`src/rtl/fdh_pkg.sv`:
```
package fdh_pkg;

   typedef struct packed {
      logic hold_last;
      logic burst8;
      logic hold_ack;
   } fdh_cfg_t;

   function automatic logic odd_par(input logic [7:0] b);
      return ~(^b);
   endfunction

endpackage

```
`src/rtl/fdh_cfg_reg.sv`:
```
module fdh_cfg_reg
   import fdh_pkg::*;
(
   input  logic      clk,
   input  logic      rst_n,
   input  logic      soft_rst,
   input  logic      cfg_we,
   input  fdh_cfg_t  cfg_d,
   output fdh_cfg_t  cfg_q
);
   // both resets clear every option bit
   always_ff @(posedge clk or negedge rst_n) begin
      if (!rst_n)        cfg_q <= '0;
      else if (soft_rst) cfg_q <= '0;
      else if (cfg_we)   cfg_q <= cfg_d;
   end
endmodule

```
`src/rtl/fdh_counter.sv`:
```
module fdh_counter #(
   parameter int CNT_W = 16
) (
   input  logic             clk,
   input  logic             rst_n,
   input  logic             start,
   input  logic [CNT_W-1:0] start_count,
   input  logic             dec_en,
   input  logic [1:0]       dec_amt,
   output logic [CNT_W-1:0] rem,
   output logic             loaded
);
   // byte count, one or two per accepted beat
   always_ff @(posedge clk or negedge rst_n) begin
      if (!rst_n) begin
         rem    <= '0;
         loaded <= 1'b0;
      end else if (start) begin
         rem    <= start_count;
         loaded <= 1'b1;
      end else if (dec_en) begin
         rem    <= rem - CNT_W'(dec_amt);
      end
   end
endmodule

```
`src/rtl/fdh_req.sv`:
```
module fdh_req #(
   parameter int CNT_W       = 16,
   parameter int FILL_W      = 5,
   parameter int BURST_BYTES = 8
) (
   input  logic              clk,
   input  logic              rst_n,
   input  logic              start,
   input  logic              dir_rd,
   input  logic              wide,
   input  logic              hold_odd,
   input  logic              burst_mode,
   input  logic [CNT_W-1:0]  rem,
   input  logic [FILL_W-1:0] fill,
   input  logic [FILL_W-1:0] free,
   input  logic              dack,
   input  logic              rd_stb,
   input  logic              wr_stb,
   output logic              dreq,
   output logic              acc,
   output logic [1:0]        step,
   output logic              pad
);
   localparam int BL_W  = $clog2(BURST_BYTES + 1);
   localparam int CMP_W = (CNT_W > FILL_W) ? CNT_W : FILL_W;

   logic [CNT_W-1:0] req_rem, need;
   logic [CMP_W-1:0] avail_x;
   logic             go_norm, go_burst, stb, fresh_now;
   logic             dreq_q, fresh_q, dack_q;
   logic [BL_W-1:0]  left_q, left_n;

   always_comb begin
      // a held odd byte is never part of the DMA count
      req_rem = (hold_odd && rem[0]) ? rem - CNT_W'(1) : rem;
      step    = (!wide || req_rem == CNT_W'(1)) ? 2'd1 : 2'd2;
      pad     = wide && (req_rem == CNT_W'(1));
      need    = (req_rem >= CNT_W'(BURST_BYTES)) ? CNT_W'(BURST_BYTES) : req_rem;
      avail_x = CMP_W'(dir_rd ? fill : free);
      go_norm  = (req_rem != '0) && (avail_x >= CMP_W'(step));
      // burst waits for min(burst, remaining) bytes
      go_burst = (req_rem != '0) && (avail_x >= CMP_W'(need));
      stb       = dir_rd ? rd_stb : wr_stb;
      fresh_now = fresh_q || (dack && !dack_q);
      // per-strobe needs a fresh acknowledge, burst does not
      acc = dreq_q && dack && stb && (burst_mode || fresh_now);
      if (!burst_mode || start)  left_n = '0;
      else if (left_q != '0)     left_n = acc ? left_q - BL_W'(step) : left_q;
      else if (go_burst)         left_n = BL_W'(need);
      else                       left_n = '0;
   end

   always_ff @(posedge clk or negedge rst_n) begin
      if (!rst_n) begin
         dreq_q  <= 1'b0;
         fresh_q <= 1'b0;
         dack_q  <= 1'b0;
         left_q  <= '0;
      end else begin
         dack_q  <= dack;
         fresh_q <= dack && fresh_now && !acc;
         left_q  <= left_n;
         // per-strobe request drops for a cycle after each beat
         if (start)           dreq_q <= 1'b0;
         else if (burst_mode) dreq_q <= (left_n != '0);
         else                 dreq_q <= go_norm && !acc;
      end
   end

   assign dreq = dreq_q;
endmodule

```
`src/rtl/fdh_lane.sv`:
```
module fdh_lane
   import fdh_pkg::*;
#(
   parameter int LANES = 2
) (
   input  logic               dir_rd,
   input  logic               wide,
   input  logic               pad,
   input  logic               acc,
   input  logic [1:0]         step,
   input  logic [8*LANES-1:0] head,
   output logic [8*LANES-1:0] bus_out,
   output logic [LANES-1:0]   bus_par,
   output logic [1:0]         fifo_pop,
   output logic [1:0]         fifo_push
);
   always_comb begin
      bus_out[7:0] = head[7:0];
      // padded final word fills upper lanes with ones; R2: 8-bit idles at zero
      bus_out[8*LANES-1:8] = pad ? '1 : (wide ? head[8*LANES-1:8] : '0);
   end

   for (genvar i = 0; i < LANES; i++) begin : g_par
      // odd parity per lane
      assign bus_par[i] = odd_par(bus_out[8*i +: 8]);
   end

   assign fifo_pop  = (acc &&  dir_rd) ? step : 2'd0;
   assign fifo_push = (acc && !dir_rd) ? step : 2'd0;
endmodule

```
`src/rtl/fifo_dma_hs.sv`:
```
module fifo_dma_hs
   import fdh_pkg::*;
#(
   parameter int CNT_W       = 16,
   parameter int FILL_W      = 5,
   parameter int BURST_BYTES = 8
) (
   input  logic              clk,
   input  logic              rst_n,
   input  logic              soft_rst,
   input  logic              cfg_we,
   input  logic              cfg_hold_last,
   input  logic              cfg_burst8,
   input  logic              cfg_hold_ack,
   input  logic              dir_rd,
   input  logic              wide,
   input  logic              bytectl,
   input  logic              byte_order,
   input  logic              start,
   input  logic [CNT_W-1:0]  start_count,
   input  logic [FILL_W-1:0] fifo_fill,
   input  logic [FILL_W-1:0] fifo_free,
   input  logic [15:0]       fifo_head,
   output logic              dreq,
   input  logic              dack,
   input  logic              rd_stb,
   input  logic              wr_stb,
   input  logic              host_take,
   output logic [15:0]       bus_out,
   output logic [1:0]        bus_par,
   output logic [1:0]        fifo_pop,
   output logic [1:0]        fifo_push,
   output logic              done
);
   localparam int BL_W = $clog2(BURST_BYTES + 1);

   if (BURST_BYTES < 2 || (BURST_BYTES % 2) != 0) begin : g_bad_burst
      $error("BURST_BYTES must be even and at least 2");
   end
   if (FILL_W < BL_W) begin : g_bad_fill
      $error("FILL_W too narrow to count one burst");
   end
   if (CNT_W < BL_W) begin : g_bad_cnt
      $error("CNT_W too narrow to count one burst");
   end

   fdh_cfg_t         cfg_q;
   logic             hold_odd_w, burst_w, acc_w, pad_w, loaded_w, take_w;
   logic [1:0]       step_w;
   logic [CNT_W-1:0] rem_w;

   fdh_cfg_reg u_cfg (
      .clk(clk), .rst_n(rst_n), .soft_rst(soft_rst), .cfg_we(cfg_we),
      .cfg_d('{hold_last: cfg_hold_last, burst8: cfg_burst8, hold_ack: cfg_hold_ack}),
      .cfg_q(cfg_q)
   );

   // hold-last only in 16-bit mode and not under byte control with byte order
   assign hold_odd_w = wide && cfg_q.hold_last && !(bytectl && byte_order);
   // burst timing needs both bits
   assign burst_w    = cfg_q.burst8 && cfg_q.hold_ack;
   // the host's direct access retires the held byte
   assign take_w     = host_take && hold_odd_w && loaded_w && (rem_w == CNT_W'(1));

   fdh_counter #(.CNT_W(CNT_W)) u_cnt (
      .clk(clk), .rst_n(rst_n), .start(start), .start_count(start_count),
      .dec_en(acc_w || take_w), .dec_amt(acc_w ? step_w : 2'd1),
      .rem(rem_w), .loaded(loaded_w)
   );

   fdh_req #(.CNT_W(CNT_W), .FILL_W(FILL_W), .BURST_BYTES(BURST_BYTES)) u_req (
      .clk(clk), .rst_n(rst_n), .start(start), .dir_rd(dir_rd), .wide(wide),
      .hold_odd(hold_odd_w), .burst_mode(burst_w), .rem(rem_w),
      .fill(fifo_fill), .free(fifo_free), .dack(dack), .rd_stb(rd_stb),
      .wr_stb(wr_stb), .dreq(dreq), .acc(acc_w), .step(step_w), .pad(pad_w)
   );

   fdh_lane #(.LANES(2)) u_lane (
      .dir_rd(dir_rd), .wide(wide), .pad(pad_w), .acc(acc_w), .step(step_w),
      .head(fifo_head), .bus_out(bus_out), .bus_par(bus_par),
      .fifo_pop(fifo_pop), .fifo_push(fifo_push)
   );


   assign done = loaded_w && (rem_w == '0);
endmodule

```
`config.mk`:
```
export PLATFORM = sky130hd
export DESIGN_NAME = fifo_dma_hs
export DESIGN_NICKNAME = d
export VERILOG_FILES = /design/src/rtl/fdh_pkg.sv /design/src/rtl/fdh_cfg_reg.sv /design/src/rtl/fdh_counter.sv /design/src/rtl/fdh_req.sv /design/src/rtl/fdh_lane.sv /design/src/rtl/fifo_dma_hs.sv
export SDC_FILE = /design/constraint.sdc
export NUM_CORES = 1
export LEC_CHECK = 0
export BUFFER_PORTS_ARGS = -buffer_cell sky130_fd_sc_hd__clkbuf_2
export CAP_MARGIN = 10
export CORE_ASPECT_RATIO = 0.8
export CORE_UTILIZATION = 55
export CTS_CLUSTER_DIAMETER = 200
export DETAILED_ROUTE_END_ITERATION = 12
export GPL_ROUTABILITY_DRIVEN = 1
export PLACE_DENSITY = 0.9
export SYNTH_ARGS = -nofsm -noshare
export SYNTH_HDL_FRONTEND = slang
export SYNTH_SLANG_ARGS = --single-unit
```
`constraint.sdc`:
```
create_clock -name clk -period 8.6 [get_ports clk]
set_input_delay 1.72 -clock clk [delete_from_list [all_inputs] [get_ports clk]]
set_output_delay 1.72 -clock clk [all_outputs]
set_load 0.01 [all_outputs]
```
==> results.cfg <==
[run_status]
status = finished, final reports clean

[worst_setup_path]
worst_setup_path_end_kind = output port
cp_data_arrival_time_ns = 3.99
start_kind = input port
cp.buffers_inverters = 2
r2r_setup_slack_ns = 3.94
cpLargestDelayFamily = simple AND/OR/NAND/NOR gates
cp_common_cell = clkbuf_2
crit_chain = clkbuf_2 -> nand2_1 -> o31ai_1 -> or4b_1 -> nor3_2 -> nor2b_1 -> nor3_1 -> clkbuf_2
critPathKind = in2out
crit_required_ns = 6.88
crit_fanout = 10
slowest_stage = or4b_1
max_stage_delay_ns = 0.53

[clock_tree]
cts_buffer_depth = 2
clk_pin_slew_worst_paths_ns = 0.09
cts_made_buffers = 3
clock_latency_ns = 0.28
cts_tree = built
cts_setup_buffers = 0
cts_hold_buf = 0
clockRootBuffer = clkbuf_8
cts_resized = 0
cts_max_level = 1
clock_sinks = 27

[die]
io_pins = 82
die_x_um = 76.2
num_rows = 21
core_region_area_um2 = 4200
dieArea_um2 = 4680
dieHeight_um = 61.4
start_util_pct = 57.7

[finish]
syn_to_final_growth_pct = 16.5
num_antenna_cells = 0
mostFrequentLayoutCells = clkbuf_2, nor2_1, dfrtp_1
layout_commonest_cell = clkbuf_2
final_nets = 427
drive_gt1_share_pct = 27.5
design_area_um2 = 2830
postLayoutCoreUtil_pct = 67.2

[sta]
finalCritPeriodShare_pct = 66.5
rsz0062_at_grt = no
clock_skew_ns = 0.00567
hold_violations = 0
setup_viol_count_final = 0
relSlewSlack_pct = 44.6
fin_tns_setup_ns = 0
clock.fmax_ghz = 0.175
drv_slew = 0
worst-slew-pin-transition_ns = 0.823
period_needed_ns = 5.71

[yosys]
syn_area_per_cell_um2 = 8.33
syn_nets = 364
synthArstFlopShare_pct = 100
ys_warn_count = 0
ys_seq_area_share_pct = 27.9
synth_seq_cells = 27
syn_inst = 291
syn_area_um2 = 2420
ys.flop_type = dfrtp_1
yosys.cell_types.count = 57
synth_edf_count = 0

[grt]
grt_overflow = 0
grt_pass1_vias = 2130
busiest_layer = met2
grt_use_met3_pct = 4.74
antenna_found_initial = 0
track_usage_pct = 26.3
grt_pass1_wl_um = 9690
grt_max_degree = 41
grtUsageMet1_pct = 36.9
met2_usage_pct = 43.9

[detailed_routing]
dr.pass1.iters = 5
routed-via-count = 2415
via_per_inst = 5.89
wl_um = 5880
drt_iter0_drc = 221
final_antenna_net_count = 0
avgRoutedWirePerCell_um = 14.3
drc = 0

[flow_run]
cap_violations = 0

[place]
port_buffers = 81
dpl_cell_area_um2 = 2780
gp_congestion = 0.921
dpl.hpwl_um = 4680

[worst_hold_path]
hold_class = reg2reg

[power]
power_density_nw_per_um2 = 131
leakage_nw = 1.28
ir_drop_v = 0.0000766
## metrics by stage
stage | setup WS, ns | hold WS [ns] | total power [mW] | cells
2_1_floorplan | 3.26 | 0.432 | 0.257 | 291
3_3_place_gp | 3.11 | 0.444 | 0.291 | 406
3_5_place_dp | 2.94 | 0.461 | 0.296 | 406
4_1_cts | 2.94 | 0.491 | 0.369 | 410
5_1_grt | 2.67 | 0.508 | 0.395 | 410
6_report | 2.89 | 0.498 | 0.369 | 410
## final timing paths
| kind | startpoint | end | depth (start not counted) |
|---|---|---|---|
| min in group asynchronous | rst_n | u_req.dack_q$_DFF_PN0_ | 1 |
| hold reg to reg | u_cnt.loaded$_DFFE_PN0P_ | u_cnt.loaded$_DFFE_PN0P_ | 2 |
| setup / recovery | wide | fifo_pop[0] | 8 |
| setup reg to reg | u_cnt.rem[0]$_DFFE_PN0P_ | u_cnt.rem[14]$_DFFE_PN0P_ | 16 |
| hold / removal | u_cnt.loaded$_DFFE_PN0P_ | u_cnt.loaded$_DFFE_PN0P_ | 2 |
| max in group asynchronous | rst_n | u_cnt.rem[3]$_DFFE_PN0P_ | 1 |
## flip-flops by register name, indices dropped and copies added, names as in the netlist
name	count
u_req.dack_q	1
u_req.dreq	1
u_cnt.loaded	1
u_cnt.rem	16
u_req.fresh_q	1
u_req.left_q	4
u_cfg.cfg_q	3
## metal layers
metal | share of wire [%] | up-vias
met1 | 45 | 1117
met4 | 0.49 | 0
met2 | 46 | 107
li1 | - | 1185
met5 | 0 | -
met3 | 7.8 | 6
## tightest hold or removal path: stages (launching register included)
cell	delay [ns]
dfrtp_1	0.35
inv_1	0.06
nand2_1	0.06
## power by group
part	leakage [nW]	total (mW)	switching [mW]	internal [mW]
registers	0.334	0.166	0.0250	0.141
logic	0.926	0.129	0.0693	0.0597
clock network	0.0228	0.0735	0.0403	0.0333
total	1.28	0.369	0.135	0.234
## cells in the mapped netlist (4+ instances only)
| library cell | instances | area [um2] |
|---|---|---|
| buf_4 | 8 | 60.1 |
| mux2i_1 | 8 | 80.1 |
| o21a_1 | 9 | 67.6 |
| nand2_1 | 13 | 48.8 |
| dfrtp_1 | 27 | 676 |
| xnor2_1 | 16 | 140 |
| nor4_1 | 10 | 62.6 |
| nand3_1 | 8 | 40.0 |
| nor2_1 | 34 | 128 |
| mux2_2 | 4 | 45.0 |
| inv_1 | 9 | 33.8 |
| o21ai_1 | 19 | 95.1 |
| a21oi_1 | 14 | 70.1 |
| buf_2 | 7 | 35.0 |
| clkbuf_1 | 6 | 22.5 |
| ha_1 | 13 | 163 |
| a22oi_1 | 5 | 37.5 |
| nor3_1 | 12 | 60.1 |
## layout make-up
type	count	area [um2]
flip-flops and latches	27	676
clock buffers	4	45.0
repair buffers	82	413
fillers	363	1380
well taps	57	71.3
inverters	10	37.5
multi-input cells	230	1580
## logic make-up after synthesis
group / share of synthesized area (%)
and+or+nand+nor: 22.7
AOI/OAI and AO/OA: 22.1
buffers and inverters: 7.17
DFF: 27.9
xor gates and xnor gates: 6.50
adders and majority gates: 8.36
muxes: 5.16
other: 0.155
Note: power is estimated with default switching activity, not from simulation.
